## config.mk

```make
export PLATFORM = sky130hd
export DESIGN_NAME = cg_mode_gate
export DESIGN_NICKNAME = d
export VERILOG_FILES = /design/src/rtl/cg_pkg.sv /design/src/rtl/cg_mode_decode.sv /design/src/rtl/cg_enable_regs.sv /design/src/rtl/cg_gate_bank.sv /design/src/rtl/cg_mode_gate.sv
export SDC_FILE = /design/constraint.sdc
export NUM_CORES = 1
export LEC_CHECK = 0
export ABC_CLOCK_PERIOD_IN_PS = 1200
export BUFFER_PORTS_ARGS = -buffer_cell sky130_fd_sc_hd__buf_2
export CORE_MARGIN = 5
export CORE_UTILIZATION = 45
export DETAILED_ROUTE_END_ITERATION = 6
export PLACE_DENSITY = 0.74
export RECOVER_POWER = 25
export SETUP_SLACK_MARGIN = 0.05
export SYNTH_ARGS = -nofsm -noshare
export SYNTH_HDL_FRONTEND = slang
export SYNTH_SLANG_ARGS = --single-unit
```

## constraint.sdc

```tcl
create_clock -name clk_i -period 1.2 [get_ports clk_i]
set_clock_uncertainty 0.2 [all_clocks]
set_input_delay 0.36 -clock clk_i [delete_from_list [all_inputs] [get_ports clk_i]]
set_output_delay 0.36 -clock clk_i [all_outputs]
set_load 0.01 [all_outputs]
```

## src/rtl/cg_pkg.sv

```systemverilog
package cg_pkg;
  typedef enum logic [2:0] {
    PM_RUN     = 3'd0,
    PM_LPRUN   = 3'd1,
    PM_SLEEP   = 3'd2,
    PM_LPSLEEP = 3'd3,
    PM_STOP    = 3'd4
  } pmode_e;

  typedef enum logic [1:0] {
    CLS_RUN   = 2'd0,
    CLS_SLEEP = 2'd1,
    CLS_STOP  = 2'd2
  } mode_cls_e;

  localparam int unsigned IDX_FLASH  = 0;
  localparam int unsigned IDX_SRAM1  = 1;
  localparam int unsigned IDX_SRAM2  = 2;
  localparam int unsigned ADDR_RUN   = 0;
  localparam int unsigned ADDR_SLEEP = 1;
endpackage

```

## src/rtl/cg_mode_decode.sv

```systemverilog
module cg_mode_decode
  import cg_pkg::*;
(
  input  logic [2:0] mode_i,
  output mode_cls_e  cls_o
);
  always_comb begin
    case (mode_i)
      PM_RUN, PM_LPRUN:     cls_o = CLS_RUN;
      PM_SLEEP, PM_LPSLEEP: cls_o = CLS_SLEEP;
      default:              cls_o = CLS_STOP;
    endcase
  end
endmodule

```

## src/rtl/cg_enable_regs.sv

```systemverilog
module cg_enable_regs
  import cg_pkg::*;
#(
  parameter int unsigned N_CONS = 8,
  parameter int unsigned ADDR_W = 2,
  parameter logic [N_CONS-1:0] RUN_RST = '0,
  parameter logic [N_CONS-1:0] SLEEP_RST = '0
) (
  input  logic              clk_i,
  input  logic              rst_ni,
  input  logic              valid_i,
  input  logic              we_i,
  input  logic [ADDR_W-1:0] addr_i,
  input  logic [N_CONS-1:0] wdata_i,
  output logic [N_CONS-1:0] rdata_o,
  output logic [N_CONS-1:0] run_en_o,
  output logic [N_CONS-1:0] sleep_en_o
);
  localparam logic [ADDR_W-1:0] A_RUN   = ADDR_W'(ADDR_RUN);
  localparam logic [ADDR_W-1:0] A_SLEEP = ADDR_W'(ADDR_SLEEP);

  logic [N_CONS-1:0] run_q, sleep_q;
  logic              wr_run, wr_sleep;

  assign wr_run   = valid_i && we_i && (addr_i == A_RUN);
  assign wr_sleep = valid_i && we_i && (addr_i == A_SLEEP);

  always_ff @(posedge clk_i or negedge rst_ni) begin
    if (!rst_ni) begin
      run_q   <= RUN_RST;
      sleep_q <= SLEEP_RST;
    end else begin
      if (wr_run)   run_q   <= wdata_i;
      if (wr_sleep) sleep_q <= wdata_i;
    end
  end

  always_comb begin
    if (addr_i == A_RUN)        rdata_o = run_q;
    else if (addr_i == A_SLEEP) rdata_o = sleep_q;
    else                        rdata_o = '0;
  end

  assign run_en_o   = run_q;
  assign sleep_en_o = sleep_q;
endmodule

```

## src/rtl/cg_gate_bank.sv

```systemverilog
module cg_gate_bank
  import cg_pkg::*;
#(
  parameter int unsigned N_CONS = 8,
  parameter logic [N_CONS-1:0] FORCE_RUN = '0,
  parameter logic [N_CONS-1:0] KMASK = '0
) (
  input  logic              clk_i,
  input  logic              rst_ni,
  input  mode_cls_e         cls_i,
  input  logic [N_CONS-1:0] run_en_i,
  input  logic [N_CONS-1:0] sleep_en_i,
  output logic [N_CONS-1:0] bus_en_o,
  output logic [N_CONS-1:0] kern_en_o
);
  for (genvar i = 0; i < N_CONS; i++) begin : g_cons
    logic bus_d, bus_q;

    always_comb begin
      case (cls_i)
        CLS_RUN:   bus_d = run_en_i[i] | FORCE_RUN[i];
        CLS_SLEEP: bus_d = sleep_en_i[i];
        default:   bus_d = 1'b0;
      endcase
    end

    always_ff @(posedge clk_i or negedge rst_ni) begin
      if (!rst_ni) bus_q <= 1'b0;
      else         bus_q <= bus_d;
    end
    assign bus_en_o[i] = bus_q;

    if (KMASK[i]) begin : g_kern
      logic kern_d, kern_q;
      // stop keeps the kernel alive on the sleep bit alone
      assign kern_d = (cls_i == CLS_STOP) ? sleep_en_i[i] : bus_d;
      always_ff @(posedge clk_i or negedge rst_ni) begin
        if (!rst_ni) kern_q <= 1'b0;
        else         kern_q <= kern_d;
      end
      assign kern_en_o[i] = kern_q;
    end else begin : g_nokern
      assign kern_en_o[i] = 1'b0;
    end
  end
endmodule

```

## src/rtl/cg_mode_gate.sv

```systemverilog
module cg_mode_gate
  import cg_pkg::*;
#(
  parameter int unsigned N_CONS = 8,
  parameter int unsigned ADDR_W = 2,
  parameter logic [N_CONS-1:0] KERNEL_MASK = 8'hF0
) (
  input  logic              clk_i,
  input  logic              rst_ni,
  input  logic [2:0]        mode_i,
  input  logic              reg_valid_i,
  input  logic              reg_we_i,
  input  logic [ADDR_W-1:0] reg_addr_i,
  input  logic [N_CONS-1:0] reg_wdata_i,
  output logic [N_CONS-1:0] reg_rdata_o,
  output logic [N_CONS-1:0] bus_en_o,
  output logic [N_CONS-1:0] kern_en_o
);
  localparam logic [N_CONS-1:0] ONE        = N_CONS'(1);
  localparam logic [N_CONS-1:0] FLASH_BIT  = ONE << IDX_FLASH;
  localparam logic [N_CONS-1:0] SRAM_MASK  = (ONE << IDX_SRAM1) | (ONE << IDX_SRAM2);
  localparam logic [N_CONS-1:0] MEM_MASK   = FLASH_BIT | SRAM_MASK;
  localparam logic [N_CONS-1:0] KMASK_EFF  = KERNEL_MASK & ~MEM_MASK;

  mode_cls_e         cls;
  logic [N_CONS-1:0] run_en_q, sleep_en_q;

  cg_mode_decode i_dec (
    .mode_i (mode_i),
    .cls_o  (cls)
  );

  cg_enable_regs #(
    .N_CONS    (N_CONS),
    .ADDR_W    (ADDR_W),
    .RUN_RST   (FLASH_BIT),
    .SLEEP_RST (MEM_MASK)
  ) i_regs (
    .clk_i      (clk_i),
    .rst_ni     (rst_ni),
    .valid_i    (reg_valid_i),
    .we_i       (reg_we_i),
    .addr_i     (reg_addr_i),
    .wdata_i    (reg_wdata_i),
    .rdata_o    (reg_rdata_o),
    .run_en_o   (run_en_q),
    .sleep_en_o (sleep_en_q)
  );

  cg_gate_bank #(
    .N_CONS    (N_CONS),
    .FORCE_RUN (SRAM_MASK),
    .KMASK     (KMASK_EFF)
  ) i_bank (
    .clk_i      (clk_i),
    .rst_ni     (rst_ni),
    .cls_i      (cls),
    .run_en_i   (run_en_q),
    .sleep_en_i (sleep_en_q),
    .bus_en_o   (bus_en_o),
    .kern_en_o  (kern_en_o)
  );
endmodule

```

== Word level (Yosys, flattened, before mapping) ==
Cells that the tools add are included.

* Bits in registers: 28
* Word-level logic and storage cells: 43
* Output and inout port bits: 24

* Reductions and logical operators: 8
* Equal/unequal tests: 6
* Multiplexer cells: 15

{| class="wikitable"
|+ Operators by type and width
! kind !! count
|-
| two-way mux 8 bit || 2
|-
| one-hot mux 1 bit (2 select lines) || 8
|-
| == test 3 x 2 -> 1 bit (second input constant) || 2
|-
| == test 2 x 1 -> 1 bit (second input constant) || 2
|-
| logical NOT 2 bit || 2
|-
| two-way mux 1 bit || 4
|-
| one-hot mux 2 bit (2 select lines) || 1
|-
| OR reduction 2 bit || 2
|-
| == test 3 x 1 -> 1 bit (second input constant) || 1
|-
| logical AND 1 bit || 3
|-
| logical NOT 3 bit || 1
|-
| == test 2 bit (second input constant) || 1
|}

== Logic depth before layout (Yosys ltp) ==
* Depth in word-level cells: 6
* Depth in mapped cells: 4

== By module ==
Synthesis repeated with hierarchy kept, for this count alone.

* Cells, all modules: 107
* Area, all modules: 1396.3 um^2

{| class="wikitable"
|+ By module, submodules not included
! module !! instances !! area an instance (um^2) !! cells each !! sequential area each (um^2)
|-
| cg_enable_regs || 1 || 802.0 || 53 || 405.4
|-
| cg_gate_bank || 1 || 584.3 || 52 || 300.3
|-
| cg_mode_decode || 1 || 10.0 || 2 || 0.0
|}

== Worst setup path before layout ==
OpenSTA, ideal clock, no wires.

* Kind: input to register
* Start: input port reg_addr_i[0]
* End: register i_regs.run_q[1], in the netlist i_regs.run_en_o[1]
* Setup time: 125 ps
* Slack: -356 ps
* Required time: 875 ps
* Arrival: 1231 ps
* Stages on the path: 4
* Cells stage by stage: buf_6 > nor4bb_4 > buf_6 > mux2_4

* Cells in the longest elaborated chain, start to end: 2

{| class="wikitable"
|+ RTL lines
! element !! line !! RTL
|-
| start: declaration || cg_mode_gate.sv:13 || <nowiki>input logic [ADDR_W-1:0] reg_addr_i,</nowiki>
|-
| logical NOT 2 bit || cg_enable_regs.sv:25 || <nowiki>assign wr_run = valid_i && we_i && (addr_i == A_RUN);</nowiki>
|-
| logical AND 1 bit || cg_enable_regs.sv:25 ||
|-
| end signal: assignment || cg_enable_regs.sv:33 || <nowiki>if (wr_run) run_q <= wdata_i;</nowiki>
|-
| end: declaration || cg_enable_regs.sv:22 || <nowiki>logic [N_CONS-1:0] run_q, sleep_q;</nowiki>
|}

No other way between the ends.
A chain may end at the register's enable or synchronous reset.

== Worst setup path after layout ==
* Start: register i_regs.sleep_q[0], in the netlist i_regs.sleep_en_o[0]
* End: output port reg_rdata_o[0]

* Cells in the longest elaborated chain, start to end: 2

{| class="wikitable"
|+ RTL lines
! element !! line !! RTL
|-
| start: declaration || cg_enable_regs.sv:22 ||
|-
| start signal: assignment || cg_enable_regs.sv:34 || <nowiki>if (wr_sleep) sleep_q <= wdata_i;</nowiki>
|-
| two-way mux 8 bit || cg_enable_regs.sv:40 || <nowiki>else if (addr_i == A_SLEEP) rdata_o = sleep_q;</nowiki>
|-
| two-way mux 8 bit || cg_enable_regs.sv:39 || <nowiki>if (addr_i == A_RUN) rdata_o = run_q;</nowiki>
|-
| end: declaration || cg_mode_gate.sv:15 || <nowiki>output logic [N_CONS-1:0] reg_rdata_o,</nowiki>
|}

No other way between the ends.

==> impl_metrics.py <==
metrics = {
    "routing": {
        "firstDrtPassIters": 4,
        "via_count": 900,
        "drt-total-wl_mm": 2.69,
        "drc": 0,
        "drt_iter0_drc": 19,
        "drt-vias-per-instance": 4.76,
        "routedWlPerCell_microns": 14.2,
        "ant_nets": 0,
    },
    "critical_path": {
        "slowest_stage": "dfstp_2",
        "critPathCaptureType": "output pin",
        "crit_chain": "mux2i_1 > nor2_1 > buf_2",
        "startpoint_type": "register",
        "reg2reg_from": "i_regs.sleep_en_o[0]",
        "cp_max_fo": 2,
        "cp_slowest_stage_delay_ns": 0.57,
        "r2r-end": "i_bank.g_cons[0].bus_q",
        "path_class": "reg -> out",
        "required_ns": 0.64,
        "cp.arrival_ns": 1.21,
        "rr_worst_depth": 5,
        "reg2reg_slack_ns": -0.05,
    },
    "pwr": {
        "peakVddDrop_mv": 0.649,
        "net-switching-power_uw": 719,
        "internal_power_uw": 1900,
        "power.density_nw_per_um2": 1430,
        "p_leak_uw": 0.000979,
        "seqPwrFrac": 0.470,
        "clockPowerShare": 0.174,
        "p_comb_frac": 0.356,
        "swShare": 0.275,
    },
    "floorplan": {
        "start_util": 0.463,
        "die_h_microns": 65.6,
        "die_w_microns": 65.6,
        "core_sq_um": 3000,
        "std_cell_rows": 20,
        "io_pins": 41,
        "die_area_sq_um": 4300,
    },
    "run_status": {
        "outcome": "complete, but fails checks",
        "violations": "negative setup slack",
    },
    "cts": {
        "cts_tree": "done",
        "clock_latency_ns": 0.32,
        "cts_buffers": 3,
        "htreeDepth": 1,
        "cts.path.max_buffers": 2,
        "clock-sinks": 28,
        "clk_pin_slew_ns": 0.15,
        "cts_root_buf": "clkbuf_4",
    },
    "sta": {
        "period_minus_slack_ns": 1.77,
        "finalCritPeriodShare": 1.48,
        "fin_hold_ws_ns": 0.0724,
        "fmax_mhz": 564,
        "slew_viol_final": 0,
        "finalWorstSetupSlack_ns": -0.574,
        "rsz0062_at_grt": "yes",
        "finalSetupViolations": 33,
        "hold_violations": 0,
    },
    "synthesis": {
        "synthFlopType": "dfrtp_1",
        "synthTopCellsByArea": "dfrtp_1 43%, mux2i_1 10%, mux2_2 9.7%, buf_4 8.6%, mux2_4 8.6%",
        "netlist_area_sq_um": 1390,
        "yosysUniqueCellTypes": 15,
        "postSynth.asyncResetShare": 1.00,
        "synth.yosys.warnings": 0,
        "synth_edf_count": 0,
        "synth-seq-cells": 28,
        "ys_seq_area_frac": 0.508,
        "avgSynthCellArea_sq_um": 13.2,
        "yosys.area.top_type_share": 0.432,
        "yosysMostFrequentCell": "dfrtp_1",
        "netlist_instances": 105,
        "yosys-top-cells-count": "24 x dfrtp_1, 16 x buf_4, 15 x nor2_1",
        "synth_top_area_cell": "dfrtp_1",
    },
    "layout": {
        "final_nets": 174,
        "num_antenna_cells": 0,
        "final_layout_size_suffix_gt1_frac": 0.615,
        "area_growth_pct": 31.6,
        "fin_cells": 189,
    },
    "place": {
        "place_congestion": 0.754,
        "numPortBuffers": 35,
        "dpl.hpwl_mm": 2.11,
        "dp_cells": 180,
    },
    "global_route": {
        "grt_pass1_vias": 1000,
        "grt_util_all_layers": 0.141,
        "grt_overflow": 0,
        "grt_start_max_net_pins": 16,
        "antenna_found_initial": 0,
        "grt_first_pass_wirelength_mm": 4.55,
    },
    "min_path": {
        "hold_depth": 2,
        "hold_class": "in -> reg",
        "hold_start": "reg_wdata_i[0]",
        "whs_endpoint": "i_regs.run_en_o[0]",
    },
    "run": {
        "maxCapViolations": 0,
    },
}
==> worst max-delay path by stage <==
stage               cells after the start                  from                  to
floorplan                               4         reg_addr_i[1]  i_regs.run_en_o[1]
global placement                        5         reg_addr_i[0]      reg_rdata_o[5]
detailed placement                      4         reg_addr_i[0]  i_regs.run_en_o[2]
CTS                                     3  i_regs.sleep_en_o[0]      reg_rdata_o[0]
global route                            3  i_regs.sleep_en_o[0]      reg_rdata_o[0]
finish                                  3  i_regs.sleep_en_o[0]      reg_rdata_o[0]
==> cell type report <==
class                           count  area (sq um)
Inverter                            2          7.51
Tap cell                           33          41.3
Clock buffer                        4          36.3
Timing Repair Buffer               65           479
Multi-Input combinational cell     57           559
Fill cell                         239          1170
Sequential cell                    28           706
==> cell usage in the layout, fill, tap and decap left out, drive strengths merged <==
master       instances
inv                  2
dfrtp               24
a21oi                2
nor4bb               1
clkbuf               5
dfstp                4
conb                 4
nor2                15
mux2i               14
mux2                20
buf                 63
nand4b               1
dlygate4sd3          1
==> power groups by stage <==
stage / Clock (uW) / Sequential [uW] / Combinational (uW)
after floorplan: 0 / 1260 / 541
after global placement: 0 / 1240 / 827
after detailed placement: 0 / 1250 / 848
after CTS: 465 / 1230 / 888
after global routing: 521 / 1260 / 1010
final: 455 / 1230 / 933
==> cell families after synthesis <==
kind of cell | after synthesis | synth area share
buffers and inverters | 23 | 0.122
AO/OA/AOI/OAI | 2 | 0.00720
multiplexers | 34 | 0.284
AND/OR/NAND/NOR | 17 | 0.0756
other | 1 | 0.00270
flip-flops | 28 | 0.508
==> sequential cells by signal (all words and copies together) (netlist names) <==
name and cells:
i_bank.g_cons.bus_q 8, i_bank.g_cons.g_kern.kern_q 4, i_regs.run_en_o 8, i_regs.sleep_en_o 8
==> worst max-delay path, delay by kind of cell, from the launching register on <==
family	cells	cell delay [ns]
DFF	1	0.57
buffers and inverters	1	0.14
and+or+nand+nor	1	0.11
muxes	1	0.07
==> per-stage QoR <==
step                      setup TNS [ns]  setup slack [ns]   util  instance area (sq um)  total power [uW]
final                              -6.52            -0.574  0.609                   1830              2620
after global routing               -8.12            -0.648  0.609                   1830              2790
after CTS                          -6.53            -0.571  0.595                   1790              2580
after detailed placement          -10.26            -0.444  0.568                   1710              2100
after global placement             -9.71            -0.423  0.568                   1710              2060
after floorplan                    -5.01            -0.345      -                   1470              1800
==> layer usage <==
layer | routed length, microns | vias up | GRT usage
li1 | - | 437 | -
met3 | 150 | 10 | 0.0205
met4 | 109 | 0 | 0.0933
met2 | 1310 | 34 | 0.235
met1 | 1120 | 419 | 0.168
met5 | 0 | - | 0
==> repair_timing <==
item / CTS / global route
hold buffers: 1 / 0
setup endpoints to repair: 36 / 36
resized for setup: 5 / 7
setup buffers: 2 / 2
endpoints found under the hold margin: 17 / 0
pin swaps: 10 / 2
No activity file was read; power rests on OpenSTA's default activity.
